File: src/rtl/cap_cmp_pwm_pkg.sv
package cap_cmp_pwm_pkg;
  localparam int BYTE_W = 8;
  localparam int DATA_W = 2 * BYTE_W;
  localparam int ADDR_W = 2;
  localparam int FINE_W = 2;
  localparam int MODE_W = 4;

  localparam logic [ADDR_W-1:0] ADDR_DLO  = 2'd0;
  localparam logic [ADDR_W-1:0] ADDR_DHI  = 2'd1;
  localparam logic [ADDR_W-1:0] ADDR_CTRL = 2'd2;
  localparam logic [ADDR_W-1:0] ADDR_FLAG = 2'd3;

  localparam logic [MODE_W-1:0] M_CMP_TGL  = 4'b0010;
  localparam logic [MODE_W-1:0] M_CAP_FALL = 4'b0100;
  localparam logic [MODE_W-1:0] M_CAP_RISE = 4'b0101;
  localparam logic [MODE_W-1:0] M_CAP_LO   = 4'b0110;
  localparam logic [MODE_W-1:0] M_CAP_HI   = 4'b0111;
  localparam logic [MODE_W-1:0] M_CMP_SET  = 4'b1000;
  localparam logic [MODE_W-1:0] M_CMP_CLR  = 4'b1001;
  localparam logic [MODE_W-1:0] M_CMP_FLAG = 4'b1010;
  localparam logic [MODE_W-1:0] M_CMP_EVT  = 4'b1011;

  typedef struct packed {
    logic capLoad;
    logic flagSet;
    logic pinSet;
    logic pinClr;
    logic pinToggle;
    logic pwmMode;
    logic pinDrive;
  } strobe_t;

  function automatic logic isCapture(logic [MODE_W-1:0] m);
    return m[3:2] == 2'b01;
  endfunction

  function automatic logic isPwm(logic [MODE_W-1:0] m);
    return m[3:2] == 2'b11;
  endfunction

  function automatic logic isCompare(logic [MODE_W-1:0] m);
    return (m == M_CMP_TGL) || (m[3:2] == 2'b10);
  endfunction

  function automatic logic isOff(logic [MODE_W-1:0] m);
    return !(isCapture(m) || isPwm(m) || isCompare(m));
  endfunction
endpackage

File: src/rtl/cap_cmp_pwm_ctrl.sv
module cap_cmp_pwm_ctrl
  import cap_cmp_pwm_pkg::*;
#(
  parameter int SYNC_N = 2,
  parameter int PRE_LO = 4,
  parameter int PRE_HI = 16
) (
  input  logic              clk,
  input  logic              rstN,
  input  logic [MODE_W-1:0] modeQ,
  input  logic              ctrlWr,
  input  logic [MODE_W-1:0] ctrlWrMode,
  input  logic [DATA_W-1:0] dataQ,
  input  logic [DATA_W-1:0] timerVal,
  input  logic              capIn,
  output strobe_t           strobe,
  output logic              evtPulse
);
  localparam int PRE_W = $clog2(PRE_HI);
  localparam logic [PRE_W-1:0] LAST_LO = PRE_W'(PRE_LO - 1);
  localparam logic [PRE_W-1:0] LAST_HI = PRE_W'(PRE_HI - 1);

  // input synchroniser plus one history stage for edge detection
  logic [SYNC_N:0] syncQ;
  always_ff @(posedge clk or negedge rstN) begin
    if (!rstN) syncQ <= '0;
    else       syncQ <= {syncQ[SYNC_N-1:0], capIn};
  end

  logic riseEdge, fallEdge;
  assign riseEdge = syncQ[SYNC_N-1] & ~syncQ[SYNC_N];
  assign fallEdge = ~syncQ[SYNC_N-1] & syncQ[SYNC_N];

  // edge prescaler
  logic             preMode;
  logic [PRE_W-1:0] preLast;
  logic [PRE_W-1:0] preCnt;
  assign preMode = (modeQ == M_CAP_LO) || (modeQ == M_CAP_HI);
  assign preLast = (modeQ == M_CAP_HI) ? LAST_HI : LAST_LO;

  always_ff @(posedge clk or negedge rstN) begin
    if (!rstN)                  preCnt <= '0;
    else if (ctrlWr || !preMode) preCnt <= '0;
    else if (riseEdge)          preCnt <= (preCnt == preLast) ? '0 : preCnt + 1'b1;
  end

  logic capEvent;
  always_comb begin
    unique case (modeQ)
      M_CAP_FALL:         capEvent = fallEdge;
      M_CAP_RISE:         capEvent = riseEdge;
      M_CAP_LO, M_CAP_HI: capEvent = riseEdge && (preCnt == preLast);
      default:            capEvent = 1'b0;
    endcase
  end

  // compare: act on the first cycle of equality only
  logic matchNow, matchPrev, matchRise;
  assign matchNow = (timerVal == dataQ);
  always_ff @(posedge clk or negedge rstN) begin
    if (!rstN) matchPrev <= 1'b0;
    else       matchPrev <= matchNow;
  end
  assign matchRise = matchNow && !matchPrev && isCompare(modeQ) && !ctrlWr;

  logic entrySet, entryClr, offClr;
  assign entrySet = ctrlWr && (ctrlWrMode == M_CMP_CLR);
  assign entryClr = ctrlWr && (ctrlWrMode == M_CMP_SET);
  assign offClr   = !ctrlWr && isOff(modeQ);

  always_comb begin
    strobe.capLoad   = capEvent;
    strobe.flagSet   = capEvent || matchRise;
    strobe.pinSet    = entrySet || (matchRise && modeQ == M_CMP_SET);
    strobe.pinClr    = entryClr || offClr || (matchRise && modeQ == M_CMP_CLR);
    strobe.pinToggle = matchRise && (modeQ == M_CMP_TGL);
    strobe.pwmMode   = isPwm(modeQ);
    strobe.pinDrive  = isPwm(modeQ) || (modeQ == M_CMP_TGL) ||
                       (modeQ == M_CMP_SET) || (modeQ == M_CMP_CLR);
  end

  always_ff @(posedge clk or negedge rstN) begin
    if (!rstN) evtPulse <= 1'b0;
    else       evtPulse <= matchRise && (modeQ == M_CMP_EVT);
  end
endmodule

File: src/rtl/cap_cmp_pwm_dp.sv
module cap_cmp_pwm_dp
  import cap_cmp_pwm_pkg::*;
#(
  parameter int TMR_W = 8
) (
  input  logic              clk,
  input  logic              rstN,
  input  logic              busWrEn,
  input  logic [ADDR_W-1:0] busAddr,
  input  logic [BYTE_W-1:0] busWrData,
  output logic [BYTE_W-1:0] busRdData,
  input  logic [DATA_W-1:0] timerVal,
  input  logic [FINE_W-1:0] pwmFine,
  input  logic              periodStart,
  input  strobe_t           strobe,
  output logic [DATA_W-1:0] dataQ,
  output logic [MODE_W-1:0] modeQ,
  output logic              pinOut,
  output logic              pinOe,
  output logic              intFlag
);
  localparam int DUTY_W = TMR_W + FINE_W;
  localparam int PAD_W  = BYTE_W - FINE_W - MODE_W;

  logic wrLo, wrHi, wrCtrl, wrFlag;
  assign wrLo   = busWrEn && (busAddr == ADDR_DLO);
  assign wrHi   = busWrEn && (busAddr == ADDR_DHI);
  assign wrCtrl = busWrEn && (busAddr == ADDR_CTRL);
  assign wrFlag = busWrEn && (busAddr == ADDR_FLAG);

  // shared data register: bus write beats capture per byte lane
  always_ff @(posedge clk or negedge rstN) begin
    if (!rstN) begin
      dataQ <= '0;
    end else begin
      if (wrLo)                 dataQ[BYTE_W-1:0] <= busWrData;
      else if (strobe.capLoad)  dataQ[BYTE_W-1:0] <= timerVal[BYTE_W-1:0];
      if (wrHi)                 dataQ[DATA_W-1:BYTE_W] <= busWrData;
      else if (strobe.capLoad)  dataQ[DATA_W-1:BYTE_W] <= timerVal[DATA_W-1:BYTE_W];
    end
  end

  logic [FINE_W-1:0] fineQ;
  always_ff @(posedge clk or negedge rstN) begin
    if (!rstN) begin
      modeQ <= '0;
      fineQ <= '0;
    end else if (wrCtrl) begin
      modeQ <= busWrData[MODE_W-1:0];
      fineQ <= busWrData[MODE_W+FINE_W-1:MODE_W];
    end
  end

  always_ff @(posedge clk or negedge rstN) begin
    if (!rstN)               intFlag <= 1'b0;
    else if (strobe.flagSet) intFlag <= 1'b1;
    else if (wrFlag)         intFlag <= 1'b0;
  end

  // PWM: buffered duty becomes active at period start
  logic [DUTY_W-1:0] dutyBuf, dutyAct, dutyUse, pwmCount;
  assign dutyBuf  = {dataQ[TMR_W-1:0], fineQ};
  assign pwmCount = {timerVal[TMR_W-1:0], pwmFine};
  assign dutyUse  = periodStart ? dutyBuf : dutyAct;

  always_ff @(posedge clk or negedge rstN) begin
    if (!rstN)            dutyAct <= '0;
    else if (periodStart) dutyAct <= dutyBuf;
  end

  always_ff @(posedge clk or negedge rstN) begin
    if (!rstN)                 pinOut <= 1'b0;
    else if (strobe.pwmMode)   pinOut <= (pwmCount < dutyUse);
    else if (strobe.pinSet)    pinOut <= 1'b1;
    else if (strobe.pinClr)    pinOut <= 1'b0;
    else if (strobe.pinToggle) pinOut <= ~pinOut;
  end

  assign pinOe = strobe.pinDrive;

  always_comb begin
    unique case (busAddr)
      ADDR_DLO:  busRdData = dataQ[BYTE_W-1:0];
      ADDR_DHI:  busRdData = dataQ[DATA_W-1:BYTE_W];
      ADDR_CTRL: busRdData = {{PAD_W{1'b0}}, fineQ, modeQ};
      default:   busRdData = {{(BYTE_W-1){1'b0}}, intFlag};
    endcase
  end
endmodule

File: src/rtl/cap_cmp_pwm.sv
module cap_cmp_pwm
  import cap_cmp_pwm_pkg::*;
#(
  parameter int TMR_W  = 8,
  parameter int SYNC_N = 2,
  parameter int PRE_LO = 4,
  parameter int PRE_HI = 16
) (
  input  logic              clk,
  input  logic              rstN,
  input  logic              busWrEn,
  input  logic [ADDR_W-1:0] busAddr,
  input  logic [BYTE_W-1:0] busWrData,
  output logic [BYTE_W-1:0] busRdData,
  input  logic [DATA_W-1:0] timerVal,
  input  logic [FINE_W-1:0] pwmFine,
  input  logic              periodStart,
  input  logic              capIn,
  output logic              pinOut,
  output logic              pinOe,
  output logic              intFlag,
  output logic              evtPulse
);
  strobe_t           strobe;
  logic [DATA_W-1:0] dataQ;
  logic [MODE_W-1:0] modeQ;
  logic              ctrlWr;

  assign ctrlWr = busWrEn && (busAddr == ADDR_CTRL);

  cap_cmp_pwm_ctrl #(
    .SYNC_N(SYNC_N), .PRE_LO(PRE_LO), .PRE_HI(PRE_HI)
  ) u_ctrl (
    .clk(clk), .rstN(rstN), .modeQ(modeQ), .ctrlWr(ctrlWr),
    .ctrlWrMode(busWrData[MODE_W-1:0]), .dataQ(dataQ), .timerVal(timerVal),
    .capIn(capIn), .strobe(strobe), .evtPulse(evtPulse)
  );

  cap_cmp_pwm_dp #(.TMR_W(TMR_W)) u_dp (
    .clk(clk), .rstN(rstN), .busWrEn(busWrEn), .busAddr(busAddr),
    .busWrData(busWrData), .busRdData(busRdData), .timerVal(timerVal),
    .pwmFine(pwmFine), .periodStart(periodStart), .strobe(strobe),
    .dataQ(dataQ), .modeQ(modeQ), .pinOut(pinOut), .pinOe(pinOe),
    .intFlag(intFlag)
  );
endmodule

File: config.mk
export PLATFORM = sky130hd
export DESIGN_NAME = cap_cmp_pwm
export DESIGN_NICKNAME = d
export VERILOG_FILES = /design/src/rtl/cap_cmp_pwm_pkg.sv /design/src/rtl/cap_cmp_pwm_ctrl.sv /design/src/rtl/cap_cmp_pwm_dp.sv /design/src/rtl/cap_cmp_pwm.sv
export SDC_FILE = /design/constraint.sdc
export NUM_CORES = 1
export LEC_CHECK = 0
export CAP_MARGIN = 20
export CORE_MARGIN = 2
export CORE_UTILIZATION = 30
export CTS_CLUSTER_DIAMETER = 50
export DETAILED_ROUTE_END_ITERATION = 8
export DONT_BUFFER_PORTS = 1
export SETUP_SLACK_MARGIN = 0.5
export SLEW_MARGIN = 20
export SYNTH_ARGS = -nofsm -noshare
export SYNTH_HDL_FRONTEND = slang
export SYNTH_SLANG_ARGS = --single-unit
File: constraint.sdc
create_clock -name clk -period 2.6 [get_ports clk]
set_input_delay 0 -clock clk [delete_from_list [all_inputs] [get_ports clk]]
set_output_delay 0 -clock clk [all_outputs]
set_load 0.05 [all_outputs]
* Word level (Yosys, flattened, before mapping)
Index checks and enable logic that the tools add are counted.
** Operators by class
- Reduce and logical (&&, ||, !) cells :: 38
- Mux-type cells :: 17
- Add/sub/neg operators :: 1
- Bitwise gates (word level) :: 5
- $lt $le $gt $ge :: 1
- Equal/unequal tests :: 18
** Operator list (count)
- 8-bit 2-to-1 mux :: 4
- 8-bit one-hot mux with 3 select lines :: 1
- 4-bit == test, second input constant :: 5
- 16-bit == test :: 1
- 4-bit by 3-bit == test with 1-bit output, second input constant :: 4
- 4-bit 2-to-1 mux :: 4
- 1-bit logical AND :: 15
- 1-bit logical OR :: 12
- 10-bit less-than comparator :: 1
- 10-bit 2-to-1 mux :: 1
- 2-bit == test, second input constant :: 4
- 2-bit nonzero test :: 4
- 1-bit 2-to-1 mux :: 6
- 4-bit by 1-bit adder with 4-bit output, second input constant :: 1
- 2-bit by 1-bit == test with 1-bit output, second input constant :: 2
- 4-bit by 2-bit == test with 1-bit output, second input constant :: 1
- 4-bit == test :: 1
- 1-bit logical NOT :: 4
- 4-bit nonzero test :: 1
- 1-bit inverter :: 3
- 1-bit one-hot mux with 3 select lines :: 1
- 1-bit AND :: 2
- 2-bit logical NOT :: 1
- 2-bit OR reduction :: 1
** Storage, ports and cells
- Logic and storage cells :: 91
- Input bits :: 33
- Flip-flop bits (word level) :: 43
- Output and inout bits :: 12

* Depth between registers and ports, before layout
- Word-level depth :: 10
- Depth in mapped cells :: 8
- Gate-level depth less buffers :: 7

* Cells and area by module
Synthesis repeated with hierarchy kept, for this count alone.
** Unflattened totals
- Cells, all modules :: 250
- Area, all modules :: 2627.5 um^2
** By module, submodules not included
- cap_cmp_pwm_dp :: instances 1, cells an instance 166, sequential area each 850.8 um^2, area an instance 1880.6 um^2
- cap_cmp_pwm_ctrl :: instances 1, cells an instance 83, sequential area each 225.2 um^2, area an instance 738.2 um^2
- cap_cmp_pwm :: instances 1, cells an instance 1, sequential area each 0.0 um^2, area an instance 8.8 um^2

* Least setup slack after synthesis
Ideal clock, no wire load.
- Path kind :: register to register
- Start :: register u_dp.modeQ[0]
- End :: register u_dp.dataQ[10]
- Period minus slack after synthesis :: 2.089 ns
- Buffers on the path :: 2
- Slack :: 0.511 ns
- Cell stages (with the launch flop) :: 8
- Required time :: 2.463 ns
- Arrival :: 1.952 ns
- Path through :: dfrtp_1 -> buf_6 -> nor3_2 -> o211ai_2 -> a2111oi_4 -> buf_8 -> mux2i_1 -> a21oi_1
** Between the ends
- Longest elaborated chain between the ends :: 6
- Elaborated cells on any way between the ends :: 10
- Classes of those cells :: eq/ne (5); mux (2); reduce/logical (3)
** Ends and longest elaborated chain
- start: declaration :: line cap_cmp_pwm_dp.sv:17 : output logic [MODE_W-1:0] modeQ,
- start signal: assignment :: line cap_cmp_pwm_dp.sv:49 : modeQ <= busWrData[MODE_W-1:0];
- 4-bit by 3-bit == test with 1-bit output :: line cap_cmp_pwm_ctrl.sv:39, cap_cmp_pwm_ctrl.sv:49
- 4-bit 2-to-1 mux :: line cap_cmp_pwm_ctrl.sv:39 : assign preLast = (modeQ == M_CAP_HI) ? LAST_HI : LAST_LO;
- 4-bit == test :: line cap_cmp_pwm_ctrl.sv:52 : M_CAP_LO, M_CAP_HI: capEvent = riseEdge && (preCnt == preLast);
- 1-bit logical AND :: line cap_cmp_pwm_ctrl.sv:52
- 1-bit one-hot mux with 3 select lines * :: line cap_cmp_pwm_ctrl.sv:49 : unique case (modeQ)
- 2-bit nonzero test (no line) *
- end signal: indexed assignment :: line cap_cmp_pwm_dp.sv:36 : if (wrLo) dataQ[BYTE_W-1:0] <= busWrData;
- end signal: indexed assignment :: line cap_cmp_pwm_dp.sv:37 : else if (strobe.capLoad) dataQ[BYTE_W-1:0] <= timerVal[BYTE_W-1:0];
- end signal: indexed assignment :: line cap_cmp_pwm_dp.sv:38 : if (wrHi) dataQ[DATA_W-1:BYTE_W] <= busWrData;
- end: declaration :: line cap_cmp_pwm_dp.sv:16 : output logic [DATA_W-1:0] dataQ,
Mark *: on every way between the ends. The rest lies on a longest branch, timed or not.
A chain may end at the register's enable or synchronous reset.

* Worst setup path after layout
- Start :: register u_dp.modeQ[0]
- End :: register u_dp.dataQ[3]
The elaborated chain is that of the path after synthesis.

==> reports/qor.txt <==
status: completed
Total Routed Length: 6.923 mm
Final setup viols: 0
Die Y: 95.79 um
RePlAce Congestion: 0.7909
Syn Std Cell Area: 2527 um^2
Post-synth EDFFs: 0
placed insts: 344
setup ws final: 0.6231 ns
share of cells above drive strength 1: 0.1004
FP Rows: 33
count leader, synth: dfrtp_1
min Tclk post-route: 1.977 ns
crit path from: u_dp.modeQ[0]
setup TNS: 0 ns
dpl ws: 0.5258 ns
Area Growth Syn to Fin: 20.99%
WHS Endpoint: u_dp.pinOut
first-pass GRT wire length: 10.99 mm
Synth top area share: 0.4257
die footprint: 9175 um^2
final core occ: 0.3740
PD cells: 744.0 nW/um^2
post-synthesis sequential area ratio: 0.4257
Top delay family on crit path: compound AO/OA/AOI/OAI gates
Post-CTS Setup Inserts: 0
crit path cell chain: nor3_2 > o211ai_2 > a2111oi_4 > buf_6 > mux2i_1 > a21oi_1
Crit Path Category: flop to flop
Max H-tree Level: 2
CTS sink count: 43
RSZ-0062 raised after global routing: no
Yosys reg bits: 43
clk_skew: 0.003670 ns
Boundary Pins: 45
maxcap violations: 0
synth warn: 0
Mapped Avg Cell Area: 10.27 um^2
Post-DRT Antenna Nets: 0
Synth top cells by count: dfrtp_1, mux2i_1, nor2_1
total power: 2.275 mW
Worst Hold Depth: 3
Pleak: 1.286 nW
Total GRT Usage: 0.1608
worst r2r path cells: 6
final non-filler cell total: 384
Slew @ Worst Pin: 1.020 ns
Remaining DRCs: 0
initial core utilization: 0.3092
TritonCTS Buffers: 5
commonest register cell after synthesis: dfrtp_1
Peak Freq: 0.5058 GHz
CP peak stage delay: 0.48 ns
async set-reset flop share out of synthesis: 1.000
cells after synthesis: 246
nets@finish: 321
DP HPWL: 4.664 mm
maximum vdd drop: 0.3583 mV
max-slew violation count: 0
Worst-Skew Late Latency: 0.30 ns
period utilisation layout: 0.7604
maximum number of pins on one net before global-route repair: 44
CTS tree: done
Critical Path RT: 2.76 ns
total gr overflow: 0
reg-to-reg setup timing slack: 0.62 ns
Max stage delay cell, worst path: dfrtp_2
Avg Vias per Cell: 5.125
reg2reg end: u_dp.dataQ[3]
DR vias: 1,968
hold crit path type: input pin to flop
synth top area cells: dfrtp_1, mux2i_1, xor2_1, ha_1, a21oi_1
CP Max Fanout: 17
crit path buf inv count: 1
endpoints failing hold: 0
antenna cell count: 0
clock slew at reported path FFs: 0.09 ns
DR pass1 iterations: 4
post-DR wirelength/cell: 18.03 um
CORE AREA: 8175 um^2
distinct cell type count after synthesis: 43
Clock Path Buffers: 2
headroom to the max-slew limit: 0.3152
tightest hold margin: 0.02697 ns
Die Wd: 95.79 um
syn_nets: 289
Hold Crit Start: busWrData[2]
leading area contributor after synthesis: dfrtp_1
Crit Reg-Reg Startpoint: u_dp.modeQ[0]
fillers: 834
post-route cell area: 3058 um^2
PortBufs: 0
DR iter-0 viols: 106
Worst EP arrival: 2.14 ns
startpoint class of the critical path: flop
initial antenna violation count: 0
root buffer cell: clkbuf_8
crit end category: flop
number of global-route vias before repair: 1,988
dpl cell area: 2628 um^2
-- state kept, by name, indices dropped and copies added, names as in the netlist --
name	count
u_ctrl.syncQ	3
u_dp.fineQ	2
u_ctrl.evtPulse	1
u_dp.modeQ	4
u_dp.intFlag	1
u_dp.pinOut	1
u_ctrl.preCnt	4
u_ctrl.matchPrev	1
u_dp.dutyAct	10
u_dp.dataQ	16
-- cell usage in the layout (no fill, tap or decap), types with 2 or more instances in the layout --
cell type,n
dfrtp_1,42
mux2i_1,33
dlygate4sd3_1,30
nor2_1,23
a21oi_1,22
xor2_1,16
nand2_1,13
inv_1,13
ha_1,10
mux2_2,7
o21ai_1,5
nor4_1,5
clkbuf_8,5
a211oi_1,3
o21a_1,3
o21ai_0,3
a31oi_1,3
buf_4,3
nor2b_1,2
nand3b_1,2
or3_1,2
nand3_1,2
nor3b_1,2
nor3_1,2
nand2b_1,2
o211ai_1,2
o41ai_1,2
-- area by class of cell --
cell class                      count  area (um^2)  area share
Clock buffer                        6        72.57     0.02373
Clock inverter                      2        12.51    0.004092
Tap cell                          105        131.4     0.04296
Timing Repair Buffer               36        374.1      0.1223
Multi-Input combinational cell    179         1341      0.4386
Sequential cell                    43         1077      0.3523
Inverter                           13        48.80     0.01596
-- worst max path at each step --
stage / cells past startpoint / slack, ns / to
2_1_floorplan: 7 / 0.51 / u_dp.dataQ[10]
3_3_place_gp: 6 / 0.60 / u_dp.dataQ[3]
3_5_place_dp: 6 / 0.53 / u_dp.dataQ[3]
4_1_cts: 6 / 0.51 / u_dp.dataQ[3]
5_1_grt: 6 / 0.51 / u_dp.dataQ[9]
6_report: 6 / 0.62 / u_dp.dataQ[3]
-- worst reg2reg max path, stage by stage, from the launching register on --
cell	delay [ns]
dfrtp_2	0.48
nor3_2	0.23
o211ai_2	0.12
a2111oi_4	0.37
buf_6	0.28
mux2i_1	0.25
a21oi_1	0.10
-- where the power goes --
part	switching (mW)	total [mW]	internal [mW]
registers	0.225	1.06	0.833
clock network	0.245	0.433	0.188
logic	0.438	0.783	0.345
total	0.908	2.27	1.37
-- cell families after synthesis --
logic type	count (synthesis)	synth area share
and+or+nand+nor	62	0.1243
buffers and inverters	24	0.04356
AOI/OAI and AO/OA	50	0.1307
DFF	43	0.4257
xor gates and xnor gates	16	0.05544
muxes	41	0.1708
adders and majority gates	10	0.04950
-- layer usage --
metal	vias up	wire length (um)	GRT usage	part of all wire
li1	945	-	-	-
met1	955	3007	0.2191	0.43
met2	62	3276	0.2512	0.47
met3	6	568	0.04307	0.082
met4	0	70	0.04643	0.010
met5	-	0	0	0
-- repair_timing --
| action | CTS | global route |
|---|---|---|
| setup endpoints to repair | 0 | 17 |
| hold endpoints to repair | 77 | 0 |
| gates resized for setup | 0 | 3 |
| hold buffers | 32 | 0 |
Power figures use the tool's default switching activity.
